File: src/rtl/pdm_cic_pkg.sv
package pdm_cic_pkg;
    parameter int unsigned CIC_ORDER = 5;
    parameter int unsigned ACC_W     = 26;
    parameter int unsigned OUT_W     = 22;
    parameter int unsigned RATIO_W   = 5;
    parameter int unsigned RATIO_MIN = 5;
    parameter int unsigned SHIFT_W   = 4;
    parameter int          SHIFT_MAX = 4;
    parameter int          SHIFT_MIN = -8;
endpackage

File: src/rtl/pdm_cic_integ.sv
module pdm_cic_integ #(
    parameter int unsigned ORDER = pdm_cic_pkg::CIC_ORDER,
    parameter int unsigned ACC_W = pdm_cic_pkg::ACC_W
) (
    input  logic                        pdm_bit,
    input  logic [ORDER-1:0][ACC_W-1:0] acc_q,
    output logic [ORDER-1:0][ACC_W-1:0] acc_d
);
    // +1 / -1 contribution of the incoming bit
    logic [ACC_W-1:0] step_val;
    assign step_val = pdm_bit ? ACC_W'(1) : {ACC_W{1'b1}};

    // Registered chain: each stage adds the previous stage's stored value
    for (genvar k = 0; k < ORDER; k++) begin : g_stage
        if (k == 0) begin : g_first
            assign acc_d[k] = acc_q[k] + step_val;
        end else begin : g_rest
            assign acc_d[k] = acc_q[k] + acc_q[k-1];
        end
    end
endmodule

File: src/rtl/pdm_cic_comb.sv
module pdm_cic_comb #(
    parameter int unsigned ORDER = pdm_cic_pkg::CIC_ORDER,
    parameter int unsigned ACC_W = pdm_cic_pkg::ACC_W
) (
    input  logic [ACC_W-1:0]            sample,
    input  logic [ORDER-1:0][ACC_W-1:0] dly_q,
    output logic [ORDER-1:0][ACC_W-1:0] dly_d,
    output logic [ACC_W-1:0]            result
);
    logic [ACC_W-1:0] stage_v;

    always_comb begin
        stage_v = sample;
        for (int k = 0; k < int'(ORDER); k++) begin
            dly_d[k] = stage_v;
            stage_v  = stage_v - dly_q[k];
        end
        result = stage_v;
    end
endmodule

File: src/rtl/pdm_cic_scale.sv
module pdm_cic_scale #(
    parameter int unsigned ACC_W   = pdm_cic_pkg::ACC_W,
    parameter int unsigned OUT_W   = pdm_cic_pkg::OUT_W,
    parameter int unsigned SHIFT_W = pdm_cic_pkg::SHIFT_W
) (
    input  logic signed [ACC_W-1:0]   din,
    input  logic signed [SHIFT_W-1:0] shift,
    output logic signed [OUT_W-1:0]   dout
);
    localparam int unsigned EXT_W = ACC_W + (1 << (SHIFT_W - 1));

    localparam logic signed [EXT_W-1:0] POS_LIM =
        {{(EXT_W-OUT_W+1){1'b0}}, {(OUT_W-1){1'b1}}};
    localparam logic signed [EXT_W-1:0] NEG_LIM =
        {{(EXT_W-OUT_W+1){1'b1}}, {(OUT_W-1){1'b0}}};

    logic signed [EXT_W-1:0] ext_v;
    logic signed [EXT_W-1:0] wide_v;
    logic        [SHIFT_W-1:0] amt;

    assign ext_v = {{(EXT_W-ACC_W){din[ACC_W-1]}}, din};

    always_comb begin
        if (shift[SHIFT_W-1]) begin
            amt    = -shift;
            wide_v = ext_v <<< amt;
        end else begin
            amt    = shift;
            wide_v = ext_v >>> amt;
        end
    end

    always_comb begin
        if (wide_v > POS_LIM) begin
            dout = {1'b0, {(OUT_W-1){1'b1}}};
        end else if (wide_v < NEG_LIM) begin
            dout = {1'b1, {(OUT_W-1){1'b0}}};
        end else begin
            dout = wide_v[OUT_W-1:0];
        end
    end
endmodule

File: src/rtl/pdm_cic_decim.sv
module pdm_cic_decim #(
    parameter int unsigned ORDER     = pdm_cic_pkg::CIC_ORDER,
    parameter int unsigned ACC_W     = pdm_cic_pkg::ACC_W,
    parameter int unsigned OUT_W     = pdm_cic_pkg::OUT_W,
    parameter int unsigned RATIO_W   = pdm_cic_pkg::RATIO_W,
    parameter int unsigned RATIO_MIN = pdm_cic_pkg::RATIO_MIN,
    parameter int unsigned SHIFT_W   = pdm_cic_pkg::SHIFT_W,
    parameter int          SHIFT_MAX = pdm_cic_pkg::SHIFT_MAX,
    parameter int          SHIFT_MIN = pdm_cic_pkg::SHIFT_MIN
) (
    input  logic                      clk,
    input  logic                      rst_n,
    input  logic                      pdm_ce,
    input  logic                      pdm_bit,
    input  logic [RATIO_W-1:0]        dec_ratio,
    input  logic signed [SHIFT_W-1:0] shift_sel,
    output logic signed [OUT_W-1:0]   out_data,
    output logic                      out_valid
);
    localparam logic [RATIO_W-1:0]        R_LOW  = RATIO_W'(RATIO_MIN);
    localparam logic [RATIO_W-1:0]        R_ONE  = RATIO_W'(1);
    localparam logic signed [SHIFT_W-1:0] SH_HI  = SHIFT_W'(SHIFT_MAX);
    localparam logic signed [SHIFT_W-1:0] SH_LO  = SHIFT_W'(SHIFT_MIN);

    typedef struct packed {
        logic [ORDER-1:0][ACC_W-1:0] integ;
        logic [ORDER-1:0][ACC_W-1:0] dly;
        logic [RATIO_W-1:0]          cnt;
        logic [RATIO_W-1:0]          ratio_seen;
        logic [SHIFT_W-1:0]          shift_seen;
        logic [OUT_W-1:0]            dout;
        logic                        vld;
    } state_t;

    state_t s_d, s_q;

    logic [RATIO_W-1:0]          ratio_eff;
    logic signed [SHIFT_W-1:0]   shift_eff;
    logic [ORDER-1:0][ACC_W-1:0] integ_next;
    logic [ORDER-1:0][ACC_W-1:0] dly_next;
    logic [ACC_W-1:0]            comb_out;
    logic signed [OUT_W-1:0]     scaled;
    logic                        cfg_chg;

    // Legalise control inputs
    always_comb begin
        ratio_eff = (dec_ratio < R_LOW) ? R_LOW : dec_ratio;
        if (shift_sel > SH_HI) begin
            shift_eff = SH_HI;
        end else if (shift_sel < SH_LO) begin
            shift_eff = SH_LO;
        end else begin
            shift_eff = shift_sel;
        end
    end

    pdm_cic_integ #(.ORDER(ORDER), .ACC_W(ACC_W)) u_integ (
        .pdm_bit (pdm_bit),
        .acc_q   (s_q.integ),
        .acc_d   (integ_next)
    );

    pdm_cic_comb #(.ORDER(ORDER), .ACC_W(ACC_W)) u_comb (
        .sample  (s_q.integ[ORDER-1]),
        .dly_q   (s_q.dly),
        .dly_d   (dly_next),
        .result  (comb_out)
    );

    pdm_cic_scale #(.ACC_W(ACC_W), .OUT_W(OUT_W), .SHIFT_W(SHIFT_W)) u_scale (
        .din     (comb_out),
        .shift   (shift_eff),
        .dout    (scaled)
    );

    assign cfg_chg = (dec_ratio != s_q.ratio_seen) || (shift_sel != s_q.shift_seen);

    always_comb begin
        s_d     = s_q;
        s_d.vld = 1'b0;
        if (cfg_chg) begin
            s_d            = '0;
            s_d.ratio_seen = dec_ratio;
            s_d.shift_seen = shift_sel;
        end else if (pdm_ce) begin
            s_d.integ = integ_next;
            if (s_q.cnt == ratio_eff - R_ONE) begin
                s_d.cnt  = '0;
                s_d.dly  = dly_next;
                s_d.dout = scaled;
                s_d.vld  = 1'b1;
            end else begin
                s_d.cnt = s_q.cnt + R_ONE;
            end
        end
    end

    always_ff @(posedge clk or negedge rst_n) begin
        if (!rst_n) begin
            s_q <= '0;
        end else begin
            s_q <= s_d;
        end
    end

    assign out_data  = s_q.dout;
    assign out_valid = s_q.vld;
endmodule

File: config.mk
export PLATFORM = sky130hd
export DESIGN_NAME = pdm_cic_decim
export DESIGN_NICKNAME = d
export VERILOG_FILES = /design/src/rtl/pdm_cic_pkg.sv /design/src/rtl/pdm_cic_integ.sv /design/src/rtl/pdm_cic_comb.sv /design/src/rtl/pdm_cic_scale.sv /design/src/rtl/pdm_cic_decim.sv
export SDC_FILE = /design/constraint.sdc
export NUM_CORES = 1
export LEC_CHECK = 0
export BUFFER_PORTS_ARGS = -buffer_cell sky130_fd_sc_hd__buf_2
export CAP_MARGIN = 10
export CORE_AREA = 2 2 248 250
export CTS_CLUSTER_SIZE = 10
export DETAILED_ROUTE_END_ITERATION = 7
export DIE_AREA = 0 0 250 252
export SETUP_SLACK_MARGIN = 0.2
export SLEW_MARGIN = 40
export SYNTH_ARGS = -nofsm -noshare
export SYNTH_HDL_FRONTEND = slang
export SYNTH_SLANG_ARGS = --single-unit
File: constraint.sdc
create_clock -name clk -period 20.3 [get_ports clk]
set_clock_uncertainty 0.1 [all_clocks]
set_input_delay 2.03 -clock clk [delete_from_list [all_inputs] [get_ports clk]]
set_output_delay 2.03 -clock clk [all_outputs]
set_load 0.02 [all_outputs]
==> results.toml <==
[outcome]
status = "finished, final reports clean"

[critical_path]
arrival_ns = 12.12
path_delay_family = "compound AO/OA/AOI/OAI gates"
cp-start-kind = "flip-flop"
crit_path_max_fanout = 8
endpoint_kind = "flip-flop"
slowest_delay_ns = 0.64
crit_buf_inv = 2
crit_type = "flip-flop to flip-flop"
path_common_cell = "a21oi_1"
worst_path_max_delay_cell = "a2111oi_0"
critical_path_required_ns = 20.63

[global_route]
grt_use_total = 0.2124
grt_overflow = 0
gr-max-usage-layer = "met2"
grt_max_degree = 99
grt_pass1_vias = 21500
met3_usage = 0.02393
grt_antenna_before_repair = 0
met1_usage = 0.2711
grt_pass1_wl_um = 111100
gr-usage-met2 = 0.3747

[sta]
rsz0062_at_grt = "false"
setup_viol = 0
fin_ws_ns = 8.506
slew_headroom = 0.3946
whs_ns = 0.3934
tns_ns = 0
fin_crit_sh = 0.5810
final_hold_viol_count = 0
timing.final.crit_period_ns = 11.79
max_freq_mhz = 84.79
tightest_slew_ns = 0.9016
drv_slew = 0

[placed_design]
port_buffers = 35
dp_slack_ns = 8.632
hpwl_um = 49640
gp_congestion = 0.8918
dp_cells = 3722

[yosys]
synthAdderAreaFrac = 0.1300
synth_edf_count = 0
seq_area_frac_synth = 0.2880
syn-num-nets = 3311
synth_mux_area_frac = 0.04500
synth_compound_area_frac = 0.2499
synthXorXnorAreaFrac = 0.07861
ys_seq_elements = 297
yosysTopAreaCellShare = 0.2880
synth_ff_type = "dfrtp_1"
synth_cells = 3036
yosysTopAreaCell = "dfrtp_1"
synth.distinct_cells = 103
synth_top_family_by_area = "compound AO/OA/AOI/OAI gates"
yosys.area_share.simple = 0.1471
yosys.cell_count.top_type = "nor2_1"
synthTopCellsByArea = "dfrtp_1, ha_1, xnor2_1"
synthArstFlopShare = 1.000
avgSynthCellArea_um2 = 8.499
yosysWarnings = 0
yosys-top-cells-count = "nor2_1, dfrtp_1, a21oi_1"
netlist_area_um2 = 25800

[final_layout]
drive_gt1_frac = 0.06389
antennaDiodeCount = 0
area_delta_synth_final_pct = 7.647
fin_cells = 3787
nNetsFinal = 3257

[clock_tree]
cts_tree = "done"
cts-htree-levels = 2
cts_buffers = 40
cts_buffer_depth = 3
post_cts_resized = 0
cts.sinks = 297
clk_latency_ns = 0.56
post_cts_buffers = 0
root_buffer = "clkbuf_16"
cts_hold_buffers = 0
clk_pin_slew_ns = 0.06

[hold_path]
worstHoldPathType = "flip-flop to flip-flop"

[pwr]
power_frac_seq = 0.275
powerDensity_nw_per_um2 = 77.85
ir_worst_vdd_v = 0.00004567
swShare = 0.3819
p_switching_uw = 825.9
p_int_uw = 1336
leakagePower_uw = 0.01285
share_comb_of_total_power = 0.401
power_frac_clock = 0.324

[drt]
routed_wl_um = 67680
via_count = 22010
wl_per_cell_um = 17.87
drtPass1Iterations = 5
ant_nets = 0
drc = 0
drt_iter0_markers = 1253
via_per_inst = 5.811

[floorplanning]
pin_count = 36
core_um2 = 60130
die_area_um2 = 63000
core.rowCount = 90
initial_core_util = 0.4291
die_y_um = 252
die_x_um = 250

[flow_run]
drv_cap = 0
-- worst paths after layout --
path / start / to / slack (ns) / cells past startpoint
setup / recovery: s_q[271] / out_data[10] / 8.51 / 48
hold / removal: out_data[14] / out_data[14] / 0.39 / 2
setup reg to reg: s_q[271] / out_data[10] / 8.51 / 48
hold reg to reg: out_data[14] / out_data[14] / 0.39 / 2
max in group asynchronous: rst_n / s_q[45] / 17.48 / 3
min in group asynchronous: rst_n / out_data[9] / 1.34 / 1
-- power by group through the flow --
stage | combinational [uW] | sequential, uW | clock (uW)
4_1_cts | 860 | 594 | 720
6_report | 867 | 594 | 701
5_1_grt | 946 | 594 | 745
3_5_place_dp | 855 | 604 | 0
2_1_floorplan | 629 | 604 | 0
3_3_place_gp | 856 | 604 | 0
-- kinds of logic (layout without fill, tap and decap cells) --
family	count (synthesis)	count (layout)
mux	111	111
flops	297	297
simple gates	844	844
xor+xnor	228	228
buf+inv	367	336
fa+ha+maj	262	262
compound gates	927	927
-- flip-flops by register name, indices dropped and copies added (netlist names) --
signal / flops
out_valid: 1
s_q: 274
out_data: 22
-- placed cells by master (no fill, tap or decap), drive strengths merged, types with 11 or more instances in the layout --
cell and n:
nor2 354, dfrtp 297, a21oi 265, ha 252
inv 214, nand2 193, xnor2 162, a22o 130
o21ai 129, mux2i 101, nor3 76, xor2 65
clkbuf 61, a21o 58, buf 56, nand3 53
o21a 47, a211oi 47, o21bai 43, nor2b 29
or3 28, nand2b 26, a31oi 26, and3 26
o211ai 23, and2 16, o31ai 16, a21boi 12
a211o 12, nand4 11
-- worst register-to-register path: cells and delay by family (launching register included) --
kind                       cells  cell delay (ns)
AOI/OAI and AO/OA             25             5.90
xor gates and xnor gates       5             1.17
adders and majority gates      6             1.88
buffers and inverters          2             0.13
DFF                            1             0.39
muxes                          1             0.34
and+or+nand+nor                9             1.76
-- layer usage --
layer	share of wire	routed length, um
met1	0.45	30500
met2	0.49	33080
met3	0.035	2336
met4	0.026	1771
met5	0	0
-- stage by stage --
stage	total power, uW	cell area, um2	utilization
after floorplan	1233	25800	-
after global placement	1460	26400	0.4390
after detailed placement	1459	26470	0.4402
after CTS	2174	27780	0.4619
after global routing	2285	27780	0.4619
final	2162	27780	0.4619
-- cell type report --
cell class                 count  area (um2)
timing repair buffer          56       397.9
clock buffer                  61        1242
fill                        5720       32360
inverter                     215       812.0
clock inverter                 4       60.06
multi-input combinational   2372       16850
tap                          782       978.4
sequential                   297        7432
Power figures use the tool's default switching activity.
